==> config.mk <==
export PLATFORM = sky130hd
export DESIGN_NAME = gpu_irq_regbank
export DESIGN_NICKNAME = d
export VERILOG_FILES = /design/src/rtl/gpu_irq_pkg.sv /design/src/rtl/gpu_irq_status.sv /design/src/rtl/gpu_irq_enable.sv /design/src/rtl/gpu_irq_pool.sv /design/src/rtl/gpu_irq_regbank.sv
export SDC_FILE = /design/constraint.sdc
export NUM_CORES = 1
export LEC_CHECK = 0
export BUFFER_PORTS_ARGS = -buffer_cell sky130_fd_sc_hd__clkbuf_2
export CELL_PAD_IN_SITES_DETAIL_PLACEMENT = 0
export CELL_PAD_IN_SITES_GLOBAL_PLACEMENT = 1
export CORE_ASPECT_RATIO = 1.2
export CORE_MARGIN = 2
export CORE_UTILIZATION = 30
export CTS_BUF_LIST = sky130_fd_sc_hd__clkbuf_16
export CTS_CLUSTER_SIZE = 10
export DETAILED_ROUTE_END_ITERATION = 7
export GPL_TIMING_DRIVEN = 0
export HOLD_SLACK_MARGIN = 0.03
export PLACE_DENSITY_LB_ADDON = 0.1
export SYNTH_ARGS = -nofsm -noshare
export SYNTH_HDL_FRONTEND = slang
export SYNTH_SLANG_ARGS = --single-unit
==> constraint.sdc <==
create_clock -name clk -period 3.4 [get_ports clk]
set_input_delay 0.51 -clock clk [delete_from_list [all_inputs] [get_ports clk]]
set_output_delay 0.51 -clock clk [all_outputs]
set_load 0.03 [all_outputs]
==> src/rtl/gpu_irq_pkg.sv <==
package gpu_irq_pkg;
  localparam int NSRC      = 3;
  localparam int SRC_FRAME = 0;
  localparam int SRC_FLUSH = 1;
  localparam int SRC_OOM   = 2;

  // Word index of each register (byte offset >> 2)
  typedef enum logic [2:0] {
    RIDX_STAT  = 3'd0,
    RIDX_ENSET = 3'd1,
    RIDX_ENCLR = 3'd2,
    RIDX_PBASE = 3'd3,
    RIDX_PSIZE = 3'd4
  } reg_idx_e;

  typedef struct packed {
    logic stat;
    logic en_set;
    logic en_clr;
    logic pbase;
    logic psize;
  } wr_strb_t;
endpackage

==> src/rtl/gpu_irq_status.sv <==
module gpu_irq_status #(
  parameter int NSRC = 3,
  parameter int OOM_BIT = 2
) (
  input  logic            clk,
  input  logic            rst_n,
  input  logic [NSRC-1:0] evt_vec,
  input  logic            oom_raise,
  input  logic            oom_refill,
  input  logic            ack_wr,
  input  logic [NSRC-1:0] ack_mask,
  output logic [NSRC-1:0] stat_q
);
  logic            oom_hold_q, oom_hold_d, oom_hold_ce;
  logic [NSRC-1:0] cond_vec;
  logic [NSRC-1:0] stat_d;
  logic [NSRC-1:0] stat_ce;

  // Out-of-memory condition: raised by the binner, dropped on refill
  always_comb begin
    oom_hold_ce = oom_raise | oom_refill;
    oom_hold_d  = oom_raise;
  end

  always_ff @(posedge clk or negedge rst_n) begin
    if (!rst_n)           oom_hold_q <= 1'b0;
    else if (oom_hold_ce) oom_hold_q <= oom_hold_d;
  end

  always_comb begin
    cond_vec          = evt_vec;
    cond_vec[OOM_BIT] = evt_vec[OOM_BIT] | oom_raise | oom_hold_q;
  end

  genvar b;
  generate
    for (b = 0; b < NSRC; b++) begin : g_bit
      always_comb begin
        stat_ce[b] = cond_vec[b] | (ack_wr & ack_mask[b]);
        stat_d[b]  = cond_vec[b];
      end

      always_ff @(posedge clk or negedge rst_n) begin
        if (!rst_n)          stat_q[b] <= 1'b0;
        else if (stat_ce[b]) stat_q[b] <= stat_d[b];
      end
    end
  endgenerate
endmodule

==> src/rtl/gpu_irq_enable.sv <==
module gpu_irq_enable #(
  parameter int NSRC = 3
) (
  input  logic            clk,
  input  logic            rst_n,
  input  logic            set_wr,
  input  logic            clr_wr,
  input  logic [NSRC-1:0] mask,
  output logic [NSRC-1:0] en_q
);
  logic [NSRC-1:0] en_d;
  logic            en_ce;

  always_comb begin
    en_ce = set_wr | clr_wr;
    en_d  = en_q;
    if (set_wr) en_d = en_d | mask;
    if (clr_wr) en_d = en_d & ~mask;
  end

  always_ff @(posedge clk or negedge rst_n) begin
    if (!rst_n)     en_q <= '0;
    else if (en_ce) en_q <= en_d;
  end
endmodule

==> src/rtl/gpu_irq_pool.sv <==
module gpu_irq_pool #(
  parameter int DATA_W = 32
) (
  input  logic              clk,
  input  logic              rst_n,
  input  logic              base_wr,
  input  logic              size_wr,
  input  logic [DATA_W-1:0] wdata,
  output logic [DATA_W-1:0] base_q,
  output logic [DATA_W-1:0] size_q
);
  always_ff @(posedge clk or negedge rst_n) begin
    if (!rst_n)       base_q <= '0;
    else if (base_wr) base_q <= wdata;
  end

  always_ff @(posedge clk or negedge rst_n) begin
    if (!rst_n)       size_q <= '0;
    else if (size_wr) size_q <= wdata;
  end
endmodule

==> src/rtl/gpu_irq_regbank.sv <==
module gpu_irq_regbank #(
  parameter int ADDR_W = 5,
  parameter int DATA_W = 32
) (
  input  logic              clk,
  input  logic              rst_n,
  input  logic              bus_sel,
  input  logic              bus_wr,
  input  logic [ADDR_W-1:0] bus_addr,
  input  logic [DATA_W-1:0] bus_wdata,
  output logic [DATA_W-1:0] bus_rdata,
  input  logic              evt_frame_done,
  input  logic              evt_flush_done,
  input  logic              bin_oom,
  output logic [DATA_W-1:0] pool_base,
  output logic [DATA_W-1:0] pool_bytes,
  output logic              irq
);
  import gpu_irq_pkg::*;

  localparam int IDX_W = ADDR_W - 2;

  logic              rst_meta_q, rst_sync_n;
  logic [IDX_W-1:0]  idx;
  wr_strb_t          wstrb;
  logic              rd_req;
  logic [NSRC-1:0]   evt_vec;
  logic [NSRC-1:0]   stat_vec;
  logic [NSRC-1:0]   en_vec;
  logic [DATA_W-1:0] rd_mux;
  logic              irq_d;

  // Reset: asserted asynchronously, released after two clock edges
  always_ff @(posedge clk or negedge rst_n) begin
    if (!rst_n) begin
      rst_meta_q <= 1'b0;
      rst_sync_n <= 1'b0;
    end else begin
      rst_meta_q <= 1'b1;
      rst_sync_n <= rst_meta_q;
    end
  end

  // Address decode
  always_comb begin
    idx          = bus_addr[ADDR_W-1:2];
    rd_req       = bus_sel & ~bus_wr;
    wstrb.stat   = bus_sel & bus_wr & (idx == IDX_W'(RIDX_STAT));
    wstrb.en_set = bus_sel & bus_wr & (idx == IDX_W'(RIDX_ENSET));
    wstrb.en_clr = bus_sel & bus_wr & (idx == IDX_W'(RIDX_ENCLR));
    wstrb.pbase  = bus_sel & bus_wr & (idx == IDX_W'(RIDX_PBASE));
    wstrb.psize  = bus_sel & bus_wr & (idx == IDX_W'(RIDX_PSIZE));
  end

  always_comb begin
    evt_vec            = '0;
    evt_vec[SRC_FRAME] = evt_frame_done;
    evt_vec[SRC_FLUSH] = evt_flush_done;
  end

  gpu_irq_status #(.NSRC(NSRC), .OOM_BIT(SRC_OOM)) u_status (
    .clk        (clk),
    .rst_n      (rst_sync_n),
    .evt_vec    (evt_vec),
    .oom_raise  (bin_oom),
    .oom_refill (wstrb.psize),
    .ack_wr     (wstrb.stat),
    .ack_mask   (bus_wdata[NSRC-1:0]),
    .stat_q     (stat_vec)
  );

  gpu_irq_enable #(.NSRC(NSRC)) u_enable (
    .clk    (clk),
    .rst_n  (rst_sync_n),
    .set_wr (wstrb.en_set),
    .clr_wr (wstrb.en_clr),
    .mask   (bus_wdata[NSRC-1:0]),
    .en_q   (en_vec)
  );

  gpu_irq_pool #(.DATA_W(DATA_W)) u_pool (
    .clk     (clk),
    .rst_n   (rst_sync_n),
    .base_wr (wstrb.pbase),
    .size_wr (wstrb.psize),
    .wdata   (bus_wdata),
    .base_q  (pool_base),
    .size_q  (pool_bytes)
  );

  // Read path
  always_comb begin
    rd_mux = '0;
    unique case (idx)
      IDX_W'(RIDX_STAT):  rd_mux[NSRC-1:0] = stat_vec;
      IDX_W'(RIDX_ENSET): rd_mux[NSRC-1:0] = en_vec;
      IDX_W'(RIDX_ENCLR): rd_mux[NSRC-1:0] = en_vec;
      IDX_W'(RIDX_PBASE): rd_mux = pool_base;
      IDX_W'(RIDX_PSIZE): rd_mux = pool_bytes;
      default:            rd_mux = '0;
    endcase
  end

  always_ff @(posedge clk or negedge rst_sync_n) begin
    if (!rst_sync_n)  bus_rdata <= '0;
    else if (rd_req)  bus_rdata <= rd_mux;
  end

  // Interrupt output
  always_comb irq_d = |(stat_vec & en_vec);

  always_ff @(posedge clk or negedge rst_sync_n) begin
    if (!rst_sync_n) irq <= 1'b0;
    else             irq <= irq_d;
  end
endmodule

# ---- Yosys cells after proc, flatten, opt, wreduce, memory -nomap -nowiden
# Index checks and enable logic that the tools add are counted.
dict set report word_totals {
  ff_bits 106
  latch_bits 0
  ramBits 0
  mem_bits_ro 0
  in_bits 44
  mem_count 0
}
dict set report classes {
  addsub 0
  n_mul 0
  div 0
  order_cmp 0
  eq_ne 4
  shifts 0
  mux 4
  bitwise_logic 21
  reduce_logical 3
}
# op count
set op_table {}
lappend op_table {{$pmux 29 s2} 1}
lappend op_table {{$pmux 3 s4} 1}
lappend op_table {{$and 1x1->1} 10}
lappend op_table {{$and 3x3->3} 2}
lappend op_table {{$eq 3x2->1 const B} 2}
lappend op_table {{$mux 3} 2}
lappend op_table {{$or 1x1->1} 6}
lappend op_table {{$eq 3x1->1 const B} 1}
lappend op_table {{$eq 3x3->1 const B} 1}
lappend op_table {{$logic_not 3->1} 1}
lappend op_table {{$not 3->3} 1}
lappend op_table {{$or 3x3->3} 1}
lappend op_table {{$reduce_or 3->1} 1}
lappend op_table {{$reduce_or 2->1} 1}
lappend op_table {{$not 1->1} 1}

# ---- Longest topological paths before layout
dict set report depth {
  ltp_word 5
  mapped_depth 5
  depth_no_buf 3
}

# ---- Cells and area by module
# Synthesis repeated with hierarchy kept, for this count alone.
dict set report hier_totals {
  cells_unflattened 330
  area_unflattened_um2 4645.7
}
# module instances cells_each area_per_inst_um2 seq_area_each_um2
set by_module_without_submodules {}
lappend by_module_without_submodules {gpu_irq_pool 1 136 2690.1 1601.5}
lappend by_module_without_submodules {gpu_irq_regbank 1 173 1701.6 875.8}
lappend by_module_without_submodules {gpu_irq_status 1 12 148.9 100.1}
lappend by_module_without_submodules {gpu_irq_enable 1 9 105.1 75.1}

# ---- Least setup slack after synthesis
# OpenSTA, ideal clock, no wires.
dict set report synth_path {
  path_type {input -> register}
  start {input port bus_addr[2]}
  end {register u_pool.size_q[10]}
  setup_time_ns 0.125
  arrival_ns 1.595
  required_ns 3.275
  path_slack_ns 1.680
  cell_stages 4
  path_buffers 1
  path_cell_list {and3b_1 -> nor3b_4 -> buf_6 -> mux2_2}
}
dict set report synth_between {
  elab_chain_cells 2
}
# item line
set synth_rtl {}
lappend synth_rtl {{start: declaration} gpu_irq_regbank.sv:9} ;# input logic [ADDR_W-1:0] bus_addr,
lappend synth_rtl {{$eq 3x3->1} gpu_irq_regbank.sv:52} ;# wstrb.psize = bus_sel & bus_wr & (idx == IDX_W'(RIDX_PSIZE));
lappend synth_rtl {{$and 1x1->1} gpu_irq_regbank.sv:52}
lappend synth_rtl {{end signal: assignment} gpu_irq_pool.sv:19} ;# else if (size_wr) size_q <= wdata;
lappend synth_rtl {{end: declaration} gpu_irq_pool.sv:10} ;# output logic [DATA_W-1:0] size_q
# Every way passes these cells.
# A chain may end at the register's enable or synchronous reset.

# ---- Worst setup path after layout
dict set report layout_path {
  start {input port bus_addr[4]}
  end {register bus_rdata[27]}
}
dict set report layout_between {
  elab_chain_cells 2
  elab_cells_between_ends 3
  cone_classes {eq/ne (2); mux (1)}
}
# item line
set layout_rtl {}
lappend layout_rtl {{$eq 3x3->1 / $eq 3x2->1 (equally long branches)} gpu_irq_regbank.sv:94} ;# unique case (idx)
lappend layout_rtl {{$pmux 29 s2 (*)} gpu_irq_regbank.sv:94}
lappend layout_rtl {{end signal: assignment} gpu_irq_regbank.sv:106} ;# else if (rd_req) bus_rdata <= rd_mux;
lappend layout_rtl {{end: declaration} gpu_irq_regbank.sv:11} ;# output logic [DATA_W-1:0] bus_rdata,
# Every way passes the cells marked *; elsewhere a longest branch is shown, timed or not.

==> flow_summary.ini <==
[timing]
slew_viol_final = 0
tightestPinTransition_ns = 0.851
hold_violations = 0
finalWorstSetupSlack_ns = 1.57
setup_tns_ns = 0
hold_slack_ns = 0.346
fin_crit_sh_pct = 53.9
setup_violations = 0
rsz0062_at_grt = no
clock.fmax_ghz = 0.546
relSlewSlack_pct = 43.3
period_minus_slack_ns = 1.83
finalClockSkew_ns = 0.0113

[placement]
dp_slack_ns = 1.21
dp.cells = 647
io_buffers = 138
placed_cell_area_mm2 = 0.00528
place_congestion = 0.770
dpl.hpwl_um = 8210

[run_status]
outcome = complete, no violations

[critical_path]
critPathTopFamily = buffers and inverters
cpMaxStageDelayCell = clkbuf_1
worstPathCellList = clkbuf_2 > buf_2 > nor3b_2 > clkbuf_1 > a22oi_1 > o21ai_0
cp_num_buf_inv = 3
critPathKind = input port to register
end_kind = register
critPathMaxFanout = 10
slowest_delay_ns = 0.54
crit_required_ns = 3.67
reg2reg_slack_ns = 2.09
worstSetupStartpointType = input port
arrival_ns = 2.11

[synth]
syn_nets = 377
yosysSeqAreaShare_pct = 61.1
ys_warn_count = 0
synthMuxAreaShare_pct = 16.6
synth-async-reset-ratio_pct = 100
synth-seq-cells = 106
netlist_area_mm2 = 0.00434
synth.distinct_cells = 31
synth.largest_area_cell = dfrtp_1
synth_top_area_share_pct = 61.1
synth-edff-count = 0
synth_simple_gate_area_share_pct = 6.51
yosys_most_used_dff = dfrtp_1
synth_fa_ha_area_share_pct = 0
ys_top_cells_by_area = dfrtp_1 61%, mux2_2 16%, a22oi_1 5.0%
synth_top_family_by_area = multiplexers
avgSynthCellArea_um2 = 13.0
synth_compound_area_share_pct = 12.3
netlist_instances = 333
synthXorXnorAreaFrac_pct = 0.202

[floorplan]
rows = 48
core_area_mm2 = 0.0143
ios = 141
fp.dieW_um = 114
die_h_um = 136
dieArea_mm2 = 0.0155
start_util_pct = 30.4

[power_and_ir_drop]
cellPowerDensity_mw_per_mm2 = 683
p_total_mw = 3.84
vdd_ir_drop_max_v = 0.000238
p_leak_nw = 2.67

[detailed_routing]
drtIter0Drc = 119
wire_per_inst_um = 17.7
drtAntennaViolNets = 0
viasPerCell = 4.84
drt_wl_total_um = 11700
vias = 3215
drcViolationCount = 0
dr.pass1.iters = 4

[run]
cap_violations = 0

[clock_network]
ctsLongestPathBuffers = 2
clk_latency_ns = 0.35
clk_pin_slew_ns = 0.07
clock_sinks = 106
cts_tree = yes
cts_root_buf = clkbuf_16
cts_made_buffers = 9
cts_setup_buffers = 0
htreeDepth = 3

[global_routing]
grt_max_degree = 65
grt_pass1_wl_um = 18400
overflow = 0
grt_pass1_vias = 3384
grtUsageTotal_pct = 15.8
antenna_found_initial = 0

[layout]
diodes = 0
nNetsFinal = 528
final_cell_mix = 138 x clkbuf_2, 105 x dfrtp_1, 60 x mux2_2
finalNonFillerCells = 664
area_growth_pct = 29.5
final_area_mm2 = 0.00562
nFillCells = 1425
mostFrequentLayoutCell = clkbuf_2
utilization_pct = 39.3
drive_above_1_share_pct = 47.2

[min_path]
holdCritPathClass = register to register
-- report_power, final --
group | internal (mW) | switching (mW) | leakage, nW
Clock | 0.715 | 0.459 | 0.174
Combinational | 0.330 | 0.674 | 1.16
Sequential | 1.48 | 0.178 | 1.33
-- area by class of cell --
| cell class | count | area [um^2] | area share (%) |
|---|---|---|---|
| Tap cell | 175 | 219 | 3.90 |
| Inverter | 3 | 11.3 | 0.200 |
| Multi-Input combinational cell | 201 | 1550 | 27.6 |
| Clock buffer | 9 | 225 | 4.01 |
| Clock inverter | 7 | 110 | 1.96 |
| Buffer | 23 | 129 | 2.29 |
| Timing Repair Buffer | 140 | 721 | 12.8 |
| Sequential cell | 106 | 2660 | 47.3 |
-- cell families (layout without fill, tap and decap cells) --
family | Yosys count | in the layout
xor+xnor | 1 | 1
other cells | 1 | 1
compound gates | 82 | 82
mux | 64 | 64
simple gates | 53 | 53
buf+inv | 26 | 182
flops | 106 | 106
-- layer usage --
| metal | global-route usage [%] | wire [um] | up-vias |
|---|---|---|---|
| li1 | - | - | 1510 |
| met1 | 19.6 | 5150 | 1592 |
| met2 | 26.0 | 5680 | 98 |
| met3 | 3.89 | 650 | 15 |
| met4 | 7.59 | 262 | 0 |
| met5 | 0 | 0 | - |
-- state kept, by name, indices dropped and copies added, names as in the netlist, named ones only --
signal and cells:
irq 1, u_pool.size_q 32, rst_sync_n 1, rst_meta_q 1, u_pool.base_q 32, u_status.oom_hold_q 1
u_status.stat_q 3, bus_rdata 32
-- Yosys cell counts (4+ instances only) --
library cell / count
a211o_1: 4
a22oi_1: 29
buf_2: 7
clkbuf_1: 10
dfrtp_1: 106
mux2_1: 4
mux2_2: 60
nand2_1: 32
nand3_1: 6
o21ai_0: 28
o21ai_1: 5
-- timing repair --
| item | in CTS | in global routing |
|---|---|---|
| resized for setup | 0 | 0 |
| setup endpoints to repair | 0 | 0 |
| hold buffers | 1 | 0 |
| hold endpoints to repair | 2 | 0 |
-- worst paths after layout --
kind                                                      from                             to  cells past startpoint
worst min register to register            rst_meta_q$_DFF_PN0_           rst_sync_n$_DFF_PN0_                      0
max in group asynchronous                 rst_sync_n$_DFF_PN0_  u_pool.size_q[30]$_DFFE_PN0P_                      1
worst min-delay path                      rst_meta_q$_DFF_PN0_           rst_sync_n$_DFF_PN0_                      0
min in group asynchronous                 rst_sync_n$_DFF_PN0_  u_pool.size_q[18]$_DFFE_PN0P_                      0
worst max-delay path                               bus_addr[4]      bus_rdata[27]$_DFFE_PN0P_                      6
worst max register to register  u_status.stat_q[1]$_DFFE_PN0P_       bus_rdata[1]$_DFFE_PN0P_                      3
Note: power is estimated with default switching activity, not from simulation.
